<file path="src/rtl/alu_dp_pkg.sv">
package alu_dp_pkg;

  typedef enum logic [3:0] {
    OP_AND = 4'h0, OP_EOR = 4'h1, OP_SUB = 4'h2, OP_RSB = 4'h3,
    OP_ADD = 4'h4, OP_ADC = 4'h5, OP_SBC = 4'h6, OP_RSC = 4'h7,
    OP_TST = 4'h8, OP_TEQ = 4'h9, OP_CMP = 4'hA, OP_CMN = 4'hB,
    OP_ORR = 4'hC, OP_MOV = 4'hD, OP_BIC = 4'hE, OP_MVN = 4'hF
  } alu_op_e;

  typedef enum logic [1:0] {CIN_ZERO, CIN_ONE, CIN_FLAG} cin_sel_e;

  typedef enum logic [2:0] {LG_AND, LG_EOR, LG_ORR, LG_MOV, LG_BIC, LG_MVN} logic_fn_e;

  typedef struct packed {
    logic n;
    logic z;
    logic c;
    logic v;
  } nzcv_t;

  typedef struct packed {
    logic      is_logic;
    logic      is_test;
    logic      swap;
    logic      inv_b;
    cin_sel_e  cin;
    logic_fn_e lfn;
  } dec_t;

endpackage

</file>
<file path="src/rtl/alu_dp_decode.sv">
module alu_dp_decode
  import alu_dp_pkg::*;
(
  input  logic [3:0] op_i,
  output dec_t       dec_o
);

  always_comb begin
    dec_o          = '0;
    dec_o.cin      = CIN_ZERO;
    dec_o.lfn      = LG_AND;
    dec_o.is_test  = (op_i[3:2] == 2'b10);
    unique case (alu_op_e'(op_i))
      OP_AND, OP_TST: begin dec_o.is_logic = 1'b1; dec_o.lfn = LG_AND; end
      OP_EOR, OP_TEQ: begin dec_o.is_logic = 1'b1; dec_o.lfn = LG_EOR; end
      OP_ORR:         begin dec_o.is_logic = 1'b1; dec_o.lfn = LG_ORR; end
      OP_MOV:         begin dec_o.is_logic = 1'b1; dec_o.lfn = LG_MOV; end
      OP_BIC:         begin dec_o.is_logic = 1'b1; dec_o.lfn = LG_BIC; end
      OP_MVN:         begin dec_o.is_logic = 1'b1; dec_o.lfn = LG_MVN; end
      OP_SUB, OP_CMP: begin dec_o.inv_b = 1'b1; dec_o.cin = CIN_ONE; end
      OP_RSB:         begin dec_o.swap = 1'b1; dec_o.inv_b = 1'b1; dec_o.cin = CIN_ONE; end
      OP_ADD, OP_CMN: begin dec_o.cin = CIN_ZERO; end
      OP_ADC:         begin dec_o.cin = CIN_FLAG; end
      OP_SBC:         begin dec_o.inv_b = 1'b1; dec_o.cin = CIN_FLAG; end
      OP_RSC:         begin dec_o.swap = 1'b1; dec_o.inv_b = 1'b1; dec_o.cin = CIN_FLAG; end
      default: ;
    endcase
  end

endmodule

</file>
<file path="src/rtl/alu_dp_adder.sv">
module alu_dp_adder #(
  parameter int DATA_W = 32
) (
  input  logic [DATA_W-1:0] a_i,
  input  logic [DATA_W-1:0] b_i,
  input  logic              cin_i,
  output logic [DATA_W-1:0] sum_o,
  output logic              cout_o,
  output logic              ovf_o
);

  localparam int MSB = DATA_W - 1;

  logic [DATA_W:0] full;

  assign full   = {1'b0, a_i} + {1'b0, b_i} + {{DATA_W{1'b0}}, cin_i};
  assign sum_o  = full[MSB:0];
  assign cout_o = full[DATA_W];
  // same-sign addends, different-sign sum
  assign ovf_o  = (a_i[MSB] == b_i[MSB]) && (full[MSB] != a_i[MSB]);

endmodule

</file>
<file path="src/rtl/alu_dp_logic.sv">
module alu_dp_logic
  import alu_dp_pkg::*;
#(
  parameter int DATA_W = 32
) (
  input  logic [DATA_W-1:0] rn_i,
  input  logic [DATA_W-1:0] op2_i,
  input  logic_fn_e         fn_i,
  output logic [DATA_W-1:0] res_o
);

  always_comb begin
    unique case (fn_i)
      LG_AND:  res_o = rn_i & op2_i;
      LG_EOR:  res_o = rn_i ^ op2_i;
      LG_ORR:  res_o = rn_i | op2_i;
      LG_MOV:  res_o = op2_i;
      LG_BIC:  res_o = rn_i & ~op2_i;
      LG_MVN:  res_o = ~op2_i;
      default: res_o = '0;
    endcase
  end

endmodule

</file>
<file path="src/rtl/alu_dp_core.sv">
module alu_dp_core
  import alu_dp_pkg::*;
#(
  parameter int DATA_W = 32
) (
  input  logic              clk_i,
  input  logic              rst_ni,
  input  logic              valid_i,
  input  logic [3:0]        op_i,
  input  logic              s_i,
  input  logic [DATA_W-1:0] rn_i,
  input  logic [DATA_W-1:0] op2_i,
  input  logic              shc_i,
  input  logic [3:0]        flags_i,
  input  logic              dest_pc_i,
  input  logic              has_saved_i,
  output logic              valid_o,
  output logic [DATA_W-1:0] result_o,
  output logic [3:0]        flags_o,
  output logic              wr_en_o,
  output logic              restore_o
);

  localparam int MSB = DATA_W - 1;

  dec_t              dec;
  nzcv_t             fl_in, fl_nxt;
  logic [DATA_W-1:0] add_a, add_b, b_pre, sum, lres, res_c;
  logic              cin, cout, ovf, eff_s, restore_c, wr_c;

  assign fl_in = nzcv_t'(flags_i);

  alu_dp_decode u_dec (.op_i(op_i), .dec_o(dec));

  // operand routing for reverse and borrow forms
  assign add_a = dec.swap ? op2_i : rn_i;
  assign b_pre = dec.swap ? rn_i  : op2_i;
  assign add_b = dec.inv_b ? ~b_pre : b_pre;

  always_comb begin
    unique case (dec.cin)
      CIN_ONE:  cin = 1'b1;
      CIN_FLAG: cin = fl_in.c;
      default:  cin = 1'b0;
    endcase
  end

  alu_dp_adder #(.DATA_W(DATA_W)) u_add (
    .a_i(add_a), .b_i(add_b), .cin_i(cin),
    .sum_o(sum), .cout_o(cout), .ovf_o(ovf)
  );

  alu_dp_logic #(.DATA_W(DATA_W)) u_lgc (
    .rn_i(rn_i), .op2_i(op2_i), .fn_i(dec.lfn), .res_o(lres)
  );

  assign res_c     = dec.is_logic ? lres : sum;
  assign eff_s     = s_i | dec.is_test;
  assign restore_c = valid_i & eff_s & dest_pc_i & has_saved_i;
  assign wr_c      = valid_i & ~dec.is_test;

  always_comb begin
    if (!eff_s || restore_c) begin
      fl_nxt = fl_in;
    end else begin
      fl_nxt.n = res_c[MSB];
      fl_nxt.z = (res_c == '0);
      fl_nxt.c = dec.is_logic ? shc_i    : cout;
      fl_nxt.v = dec.is_logic ? fl_in.v  : ovf;
    end
  end

  always_ff @(posedge clk_i or negedge rst_ni) begin
    if (!rst_ni) begin
      valid_o   <= 1'b0;
      result_o  <= '0;
      flags_o   <= '0;
      wr_en_o   <= 1'b0;
      restore_o <= 1'b0;
    end else begin
      valid_o   <= valid_i;
      result_o  <= res_c;
      flags_o   <= fl_nxt;
      wr_en_o   <= wr_c;
      restore_o <= restore_c;
    end
  end

  AST_TEST_NO_WRITE: assert property (@(posedge clk_i) disable iff (!rst_ni)
    valid_o && ($past(op_i[3:2]) == 2'b10) |-> !wr_en_o);

  AST_PASS_NO_S: assert property (@(posedge clk_i) disable iff (!rst_ni)
    valid_o && !$past(s_i) && ($past(op_i[3:2]) != 2'b10) |-> flags_o == $past(flags_i));

  AST_RESTORE_KEEP: assert property (@(posedge clk_i) disable iff (!rst_ni)
    restore_o |-> valid_o && flags_o == $past(flags_i));

  AST_LOGIC_V_HOLD: assert property (@(posedge clk_i) disable iff (!rst_ni)
    valid_o && $past(dec.is_logic) |-> flags_o[0] == $past(flags_i[0]));

  AST_NZ_FROM_RESULT: assert property (@(posedge clk_i) disable iff (!rst_ni)
    valid_o && !restore_o && ($past(s_i) || $past(op_i[3:2]) == 2'b10)
    |-> flags_o[3] == result_o[MSB] && flags_o[2] == (result_o == '0));

  AST_WR_NEEDS_VALID: assert property (@(posedge clk_i) disable iff (!rst_ni)
    wr_en_o |-> valid_o);

endmodule

</file>
<file path="config.mk">
export PLATFORM = sky130hd
export DESIGN_NAME = alu_dp_core
export DESIGN_NICKNAME = d
export VERILOG_FILES = /design/src/rtl/alu_dp_pkg.sv /design/src/rtl/alu_dp_decode.sv /design/src/rtl/alu_dp_adder.sv /design/src/rtl/alu_dp_logic.sv /design/src/rtl/alu_dp_core.sv
export SDC_FILE = /design/constraint.sdc
export NUM_CORES = 1
export LEC_CHECK = 0
export CAP_MARGIN = 10
export CORE_ASPECT_RATIO = 2
export CORE_UTILIZATION = 55
export CTS_BUF_LIST = sky130_fd_sc_hd__clkbuf_16
export CTS_CLUSTER_SIZE = 10
export DETAILED_ROUTE_END_ITERATION = 10
export PLACE_DENSITY = 0.83
export SYNTH_ARGS = -nofsm -noshare
export SYNTH_HDL_FRONTEND = slang
export SYNTH_SLANG_ARGS = --single-unit
export TNS_END_PERCENT = 100
</file>
<file path="constraint.sdc">
create_clock -name clk_i -period 0.8 [get_ports clk_i]
set_input_delay 0.08 -clock clk_i [delete_from_list [all_inputs] [get_ports clk_i]]
set_output_delay 0.08 -clock clk_i [all_outputs]
set_load 0.1 [all_outputs]
</file>
==> results.tsv, run 1 <==
stage	metric	value	unit
floorplan	num_io_pins	118	
yosys	syn_nets	1099	
yosys	synth-simple-area-share	19.2	%
yosys	synth_top_family_by_area	compound AO/OA/AOI/OAI gates	
yosys	synth_compound_area_share	35.7	%
clock_network	htree_levels	2	
clock_network	numCtsBuffers	5	
placement	dp_hpwl	27700	microns
placement	port-buffer-count	117	
yosys	synth_fa_ha_area_share	12.9	%
yosys	async_flop_share	100	%
clock_network	cts_hold_buf	1	
clock_network	cts_setup_buffers	52	
yosys	syn_avg_cell_area	6.93	sq um
floorplan	die_x	79.5	microns
yosys	muxShareOfSynthArea	2.44	%
yosys	synth_edf_count	0	
floorplan	initial_utilization	56.5	%
yosys	ys.flop_type	dfrtp_1	
yosys	yosysTopAreaCell	dfrtp_1	
yosys	yosys-top-cells-area	dfrtp_1 (15%), ha_1 (12%), o21ai_0 (8.7%)	
outcome	status	stopped before the end	
yosys	yosysUniqueCellTypes	76	
floorplan	dieHeight	157	microns
yosys	synth_area	6610	sq um
yosys	yosys.area_share.xor_xnor	6.89	%
floorplan	std_cell_rows	56	
clock_network	root_buffer	clkbuf_16	
outcome	lastStage	clock tree synthesis	
yosys	yosysWarnings	0	
yosys	synth_top_area_share	14.8	%
clock_network	cts.sinks	39	
outcome	toolErrorMsg	[ERROR DPL-0038] Utilization greater than 100%, impossible to legalize	
clock_network	clock_path_buffers	2	
yosys	synth-seq-cells	39	
clock_network	cts.repair.resized	238	
placement	place_congestion	1.14	
yosys	seq_area_frac_synth	14.8	%
yosys	synth_cells	953	
==> logic make-up after synthesis <==
kind of cell,after synthesis
AO/OA/AOI/OAI,360
XOR/XNOR,52
adder cells (fa/ha/maj),67
buffers and inverters,141
flip-flops,39
multiplexers,16
AND/OR/NAND/NOR,278
==> metrics by stage <==
step | cells | cell area, sq um | setup slack (ps)
2_1_floorplan | 953 | 6860 | -3960
3_5_place_dp | 1478 | 10700 | -4480
3_3_place_gp | 1478 | 10700 | -4070
==> cell usage after synthesis, types with 8 or more instances <==
cell	number
a211oi_1	19
a21o_1	15
a21oi_1	77
a22oi_1	9
a31oi_1	12
and3_1	9
buf_1	11
clkbuf_1	48
dfrtp_1	39
ha_1	65
inv_1	76
mux2i_1	15
nand2_1	116
nand3_1	13
nor2_1	69
nor3_1	20
o21ai_0	115
o22ai_1	8
o31ai_1	8
o32a_1	9
xnor2_1	45
==> run 2: changes to the inputs <==
- CORE_ASPECT_RATIO: 2 -> default
- CORE_UTILIZATION: 55 -> 40
- CTS_BUF_LIST: sky130_fd_sc_hd__clkbuf_16 -> default
- CTS_CLUSTER_SIZE: 10 -> default
- PLACE_DENSITY: 0.83 -> default
- PLACE_DENSITY_LB_ADDON: default -> 0.15
==> run 2 against run 1 <==
- synthesized area unchanged
- synthesized cell count unchanged
- the flow now finishes, with violations (setup timing)
==> results.tsv, run 2 <==
stage	metric	value	unit	change
sta	hold_slack	200	ps	
routing	via_per_inst	6.04		
run	maxCapViolCount	0		
global_route	grt_pass1_wl	50500	microns	
setup_path	cp.depth	20		
sta	fmax	0.228	GHz	
global_route	grt_use_met2	63.8	%	
global_route	grtUsageMet1	51.8	%	
floorplan	die-area	17000	sq um	
sta	timing.final.ws_setup	-3590	ps	
setup_path	crit_path_end	flags_o[2]		
global_route	grt-ovfl-total	0		
yosys	muxShareOfSynthArea	2.44	%	unchanged
yosys	synth_fa_ha_area_share	12.9	%	unchanged
clock_network	htree_levels	2		unchanged
yosys	synth_edf_count	0		unchanged
placement	port-buffer-count	117		unchanged
setup_path	critPathMostFrequentCell	fa_2		
yosys	synth_common_cells	nand2_1 (116), o21ai_0 (115), a21oi_1 (77)		
power	power_density	1850	nW/um^2	
sta	slew_viol_final	0		
finish	drive_gt1_share	47.7	%	
clock_network	clock_path_buffers	2		unchanged
sta	slew_headroom	59.9	%	
clock_network	cts_tree	yes		
floorplan	num_io_pins	118		unchanged
yosys	yosysTopAreaCell	dfrtp_1		
yosys	yosysWarnings	0		unchanged
finish	antenna_cells	0		
finish	stdcell_area	13300	sq um	
clock_network	root_buffer	clkbuf_16		
yosys	yosys.area_share.xor_xnor	6.89	%	unchanged
power	p_leak	6.26	nW	
placement	post-place-ws	-4120	ps	+360 ps
floorplan	initial_utilization	41.3	%	-15 points
finish	largest_register_ffs	32		
sta	rsz0062_at_grt	yes		
finish	syn_to_final_growth	101	%	
routing	drtPass1Iterations	8		
setup_path	critPathMaxStageDelay	550	ps	
placement	place_area	11200	sq um	+4.3%
yosys	ys.flop_type	dfrtp_1		
finish	nNetsFinal	1604		
routing	wl_per_cell	21.7	microns	
setup_path	crit_path_start	op_i[2]		
yosys	syn_avg_cell_area	6.93	sq um	unchanged
yosys	seq_area_frac_synth	14.8	%	unchanged
floorplan	std_cell_rows	46		-18%
outcome	status	finished, violations left		
clock_network	numCtsBuffers	5		unchanged
floorplan	design.core.area	16000	sq um	
global_route	grtUsageMet3	6.76	%	
yosys	synth-seq-cells	39		unchanged
global_route	grt_max_degree	34		
yosys	yosysUniqueCellTypes	76		unchanged
outcome	violations	setup timing		
setup_path	cp_cell_sequence	buf_8 > buf_6 > nor2_4 > nand2_2 > ha_4 > a21oi_4 > nor2_2 > fa_2 > fa_2 > a21o_1 > a221oi_4 > nor3_2 > nor4_1 > buf_4 > o41ai_2 > xnor2_1 > a22oi_2 > or4_1 > or4_4 > o31ai_4		
setup_path	criticalPathCategory	input port to flop		
yosys	yosys-top-cells-area	dfrtp_1 (15%), ha_1 (12%), o21ai_0 (8.7%)		
yosys	synth_top_area_share	14.8	%	unchanged
yosys	syn_nets	1099		unchanged
clock_network	cts.sinks	39		unchanged
sta	setup_viol	75		
finish	reg_top3	result_o: 32 flops, flags_o: 4 flops		
routing	vias	10100		
worst_hold_path	hp-class	input port to async pin		
power	ir_drop	2.43	mV	
routing	ant_nets	0		
setup_path	crit_family	simple AND/OR/NAND/NOR gates		
floorplan	dieHeight	131	microns	-17%
routing	routed_wl	36400	microns	
sta	period_minus_slack	4390	ps	
setup_path	critPathLaunchType	input port		
global_route	antenna_found_initial	0		
setup_path	cp.buffers_inverters	3		
global_route	grt_pass1_vias	9364		
setup_path	slowest_stage	or4_4		
finish	fillers	1025		
floorplan	die_x	131	microns	+64%
clock_network	clkSlewWorstSetupHoldPaths	60	ps	
finish	layout_commonest_cell	buf_4		
sta	hold_violations	0		
sta	tightest_slew	587	ps	
placement	dp_hpwl	24000	microns	-13%
routing	drc_errors	0		
yosys	synth_cells	953		unchanged
global_route	grt-busiest-layer	met2		
finish	layout_common_cells	buf_4 (371), nand2_1 (106), o21ai_0 (76)		
setup_path	worstPathArrival	4580	ps	
placement	place_congestion	1.04		-9.0%
sta	period_share	549	%	
global_route	grt_usage	39.0	%	
yosys	synth-simple-area-share	19.2	%	unchanged
routing	drtIter0Drc	1162		
yosys	yosysMostFrequentCell	nand2_1		
yosys	synth_area	6610	sq um	unchanged
yosys	synth_compound_area_share	35.7	%	unchanged
yosys	synth_top_family_by_area	compound AO/OA/AOI/OAI gates		
setup_path	path_max_fanout	3		
yosys	async_flop_share	100	%	unchanged
setup_path	endpoint_kind	flop		
setup_path	worstPathRequired	990	ps	
finish	regMostFlops	result_o		
==> run 2: power by group <==
group	switching [mW]	internal (mW)
registers	0.424	2.55
logic	10.3	8.65
clock network	0.799	1.79
==> run 2: routing by layer <==
layer  part of all wire, %  wire [microns]
met2                    46           16600
met1                    39           14300
met4                   3.9            1410
met5                     0               0
met3                    11            4030
==> run 2: timing repair <==
action | 4_1_cts | 5_1_grt
pin swaps | 85 | 66
hold buffers | 1 | 0
endpoints found under the hold margin | 39 | 0
gates cloned | 4 | 1
endpoints found under the setup margin | 77 | 76
gates resized for setup | 198 | 126
buffers inserted | 43 | 42
==> run 2: worst min-delay path by stage <==
stage	from	end
5_1_grt	rst_ni	valid_o
4_1_cts	rst_ni	wr_en_o
2_1_floorplan	rst_ni	flags_o[0]
3_3_place_gp	rst_ni	wr_en_o
6_report	rst_ni	valid_o
3_5_place_dp	rst_ni	result_o[0]
==> run 2: area by class of cell <==
type | instances | area, sq um | share of cell area (%)
well taps | 216 | 270 | 2.03
clock buffers | 6 | 129 | 0.970
inverters | 77 | 299 | 2.25
clock inverters | 2 | 60.1 | 0.452
multi-input cells | 773 | 6110 | 46.0
flip-flops and latches | 39 | 1020 | 7.70
repair buffers | 562 | 5400 | 40.6
==> run 2: cells by family (layout without fill, tap and decap cells) <==
family,count (synthesis),after routing
AO/OA/AOI/OAI,360,360
XOR/XNOR,52,52
AND/OR/NAND/NOR,278,278
multiplexers,16,16
flip-flops,39,39
adder cells (fa/ha/maj),67,67
buffers and inverters,141,647
==> run 2: metrics by stage <==
step | cells | util (%) | setup TNS (ps) | total power, mW
after detailed placement | 1595 | 70.0 | -103370 | 18.5
after global routing | 1675 | 83.0 | -89250 | 25.4
after global placement | 1595 | 70.0 | -101370 | 18.3
final | 1675 | 83.0 | -86770 | 24.5
after floorplan | 953 | - | -89480 | 11.0
after CTS | 1651 | 78.4 | -79650 | 22.7
Power figures use the tool's default switching activity.
==> run 3: changes to the inputs <==
- GPL_TIMING_DRIVEN: default -> 0
==> run 3 against run 2 <==
- the flow finishes with violations (hold timing, setup timing)
- sequential power decreased by 3%
- global-route usage decreased by 1.9 points
- utilization decreased by 17 points
- first-iteration DRC count decreased by 4.2%
- worst hold slack got worse by 310 ps
- final cell count decreased by 18%
- largest cell class unchanged
- highest routed layer unchanged
==> results.tsv, run 3 (synthesis gave the netlist of run 2 again) <==
stage	metric	value	unit	change
clock_network	clock_path_buffers	2		unchanged
floorplan	die_x	131	microns	unchanged
setup_path	critPathLaunchType	input port		
sta	rsz0062_at_grt	yes		
global_route	antenna_found_initial	0		unchanged
global_route	grt_pass1_wl	46800	microns	-7.4%
sta	period_minus_slack	4890	ps	+501 ps
finish	reg_top3	result_o: 32 flops, flags_o: 4 flops		
finish	layoutNonFillerInstCount	1376		-18%
setup_path	worstPathArrival	5090	ps	+510 ps
placement	dp_hpwl	22600	microns	-5.7%
global_route	grt_usage	37.1	%	-1.9 points
routing	drc_errors	0		unchanged
finish	antenna_cells	0		unchanged
placement	place_congestion	1.01		-3.2%
placement	dpl.cell_count	1285		-19%
clock_network	cts.sinks	39		unchanged
floorplan	die-area	17000	sq um	unchanged
power	p_sw_share	51.2	%	+4.1 points
sta	setup_viol	76		+1.3%
clock_network	root_buffer	clkbuf_16		
clock_network	numCtsBuffers	5		unchanged
routing	ant_nets	0		unchanged
sta	hold_violations	39		+39
finish	syn_to_final_growth	60.4	%	
placement	place_area	8290	sq um	-26%
routing	routed_wl	31900	microns	-12%
sta	period_share	612	%	+63 points
power	combinationalPowerShare	74.8	%	-2.5 points
run	maxCapViolCount	0		unchanged
finish	drive_gt1_share	31.0	%	-17 points
routing	vias	8672		-14%
finish	layout_commonest_cell	nand2_1		
setup_path	path_max_fanout	10		+7
routing	wl_per_cell	23.2	microns	+6.7%
outcome	violations	hold timing, setup timing		
sta	fmax	0.204	GHz	-10%
floorplan	num_io_pins	118		unchanged
routing	drtPass1Iterations	8		unchanged
power	p_switching	10.5	mW	-9.1%
outcome	status	finished, violations left		
setup_path	criticalPathCategory	input port to flop		
finish	largest_register_ffs	32		unchanged
power	p_leak	4.60	nW	-27%
setup_path	worstPathRequired	1000	ps	about the same
finish	fin_util	66.2	%	-17 points
power	fin_total_pwr	20.5	mW	-16%
power	ir_drop	1.68	mV	-31%
global_route	grt_max_degree	40		+18%
global_route	grt_pass1_vias	8097		-14%
sta	tightest_slew	1100	ps	+518 ps
global_route	grt-ovfl-total	0		unchanged
power	power_density	1940	nW/um^2	+4.8%
routing	via_per_inst	6.30		+4.3%
finish	layout_common_cells	nand2_1 (105), o21ai_0 (85), inv_1 (75)		
finish	stdcell_area	10600	sq um	-20%
finish	regMostFlops	result_o		
sta	timing.final.ws_setup	-4090	ps	-501 ps
placement	port-buffer-count	116		-0.85%
floorplan	std_cell_rows	46		unchanged
floorplan	design.core.area	16000	sq um	unchanged
floorplan	dieHeight	131	microns	unchanged
power	pwr-share-clk	11.2	%	+0.7 points
clock_network	clkSlewWorstSetupHoldPaths	50	ps	about the same
setup_path	endpoint_kind	flop		
clock_network	htree_levels	2		unchanged
clock_network	cts_tree	yes		
power	p_int	10.0	mW	-23%
worst_hold_path	hp-class	input port to async pin		
sta	hold_slack	-115	ps	-315 ps
power	seqPwrFrac	14.0	%	+1.9 points
floorplan	initial_utilization	41.3	%	unchanged
finish	nNetsFinal	1305		-19%
sta	slew_headroom	24.5	%	-35 points
sta	slew_viol_final	0		unchanged
routing	drtIter0Drc	1113		-4.2%
-- run 3: cell count changes in the layout (fill, tap and decap cells not counted), moves of 11 or more --
cell,change
buf_4,-305
buf_12,-31
buf_6,-18
buf_8,+14
clkbuf_1,+12
clkbuf_16,+12
xnor2_1,+11
-- run 3: worst max-delay path by stage --
stage / to / startpoint / slack (ps) / depth (start not counted)
floorplan: flags_o[2] / op_i[1] / -3960 / 23
global placement: flags_o[2] / op_i[2] / -5690 / 23
detailed placement: flags_o[2] / op_i[2] / -5650 / 23
CTS: flags_o[2] / op_i[1] / -4040 / 24
global route: flags_o[2] / op_i[3] / -4200 / 21
finish: flags_o[2] / op_i[2] / -4090 / 20
-- run 3: final cells by class --
cell class                 count  area, sq um
multi-input combinational    773         5940
fill                        1349         5400
timing repair buffer         205         2180
sequential                    39         1020
buffer                        58          712
inverter                      77          302
tap                          216          270
clock buffer                   6          139
clock inverter                 2         35.0
-- run 3: stage by stage --
stage               setup TNS [ps]  setup WS (ps)
global placement           -217110          -5690
CTS                         -93920          -4040
global route               -100470          -4200
floorplan                   -89480          -3960
detailed placement         -167490          -5650
finish                      -97360          -4090
-- run 3: what timing repair did --
item | 4_1_cts | 5_1_grt
setup endpoints to repair | 77 | 77
pin swaps | 44 | 45
resized for setup | 525 | 90
setup buffers | 69 | 22
endpoints found under the hold margin | 39 | 39
-- run 3: layer usage --
layer / share of wire, % / GRT usage [%]
met5: 0 / 0
met2: 43 / 57.1
met4: 5.1 / 18.3
met1: 39 / 48.1
met3: 13 / 9.32
-- run 3: critical path: stages --
cell	delay, ps
buf_2	130
buf_6	120
buf_8	140
nor2_2	370
o21ai_2	170
clkbuf_8	190
xnor2_1	140
fa_2	390
fa_2	360
a21o_1	220
a221oi_4	310
buf_6	160
nor4_4	30
a211oi_2	250
xor2_2	240
a22oi_2	140
or4_4	560
or4_4	420
or4_4	510
o31ai_4	170
-- run 3: power groups by stage --
stage / sequential [mW] / clock, mW / combinational, mW
3_3_place_gp: 2.67 / 0 / 11.6
5_1_grt: 2.91 / 2.38 / 16.0
2_1_floorplan: 6.30 / 0 / 4.74
4_1_cts: 2.81 / 2.31 / 13.7
3_5_place_dp: 2.69 / 0 / 11.6
6_report: 2.87 / 2.30 / 15.4
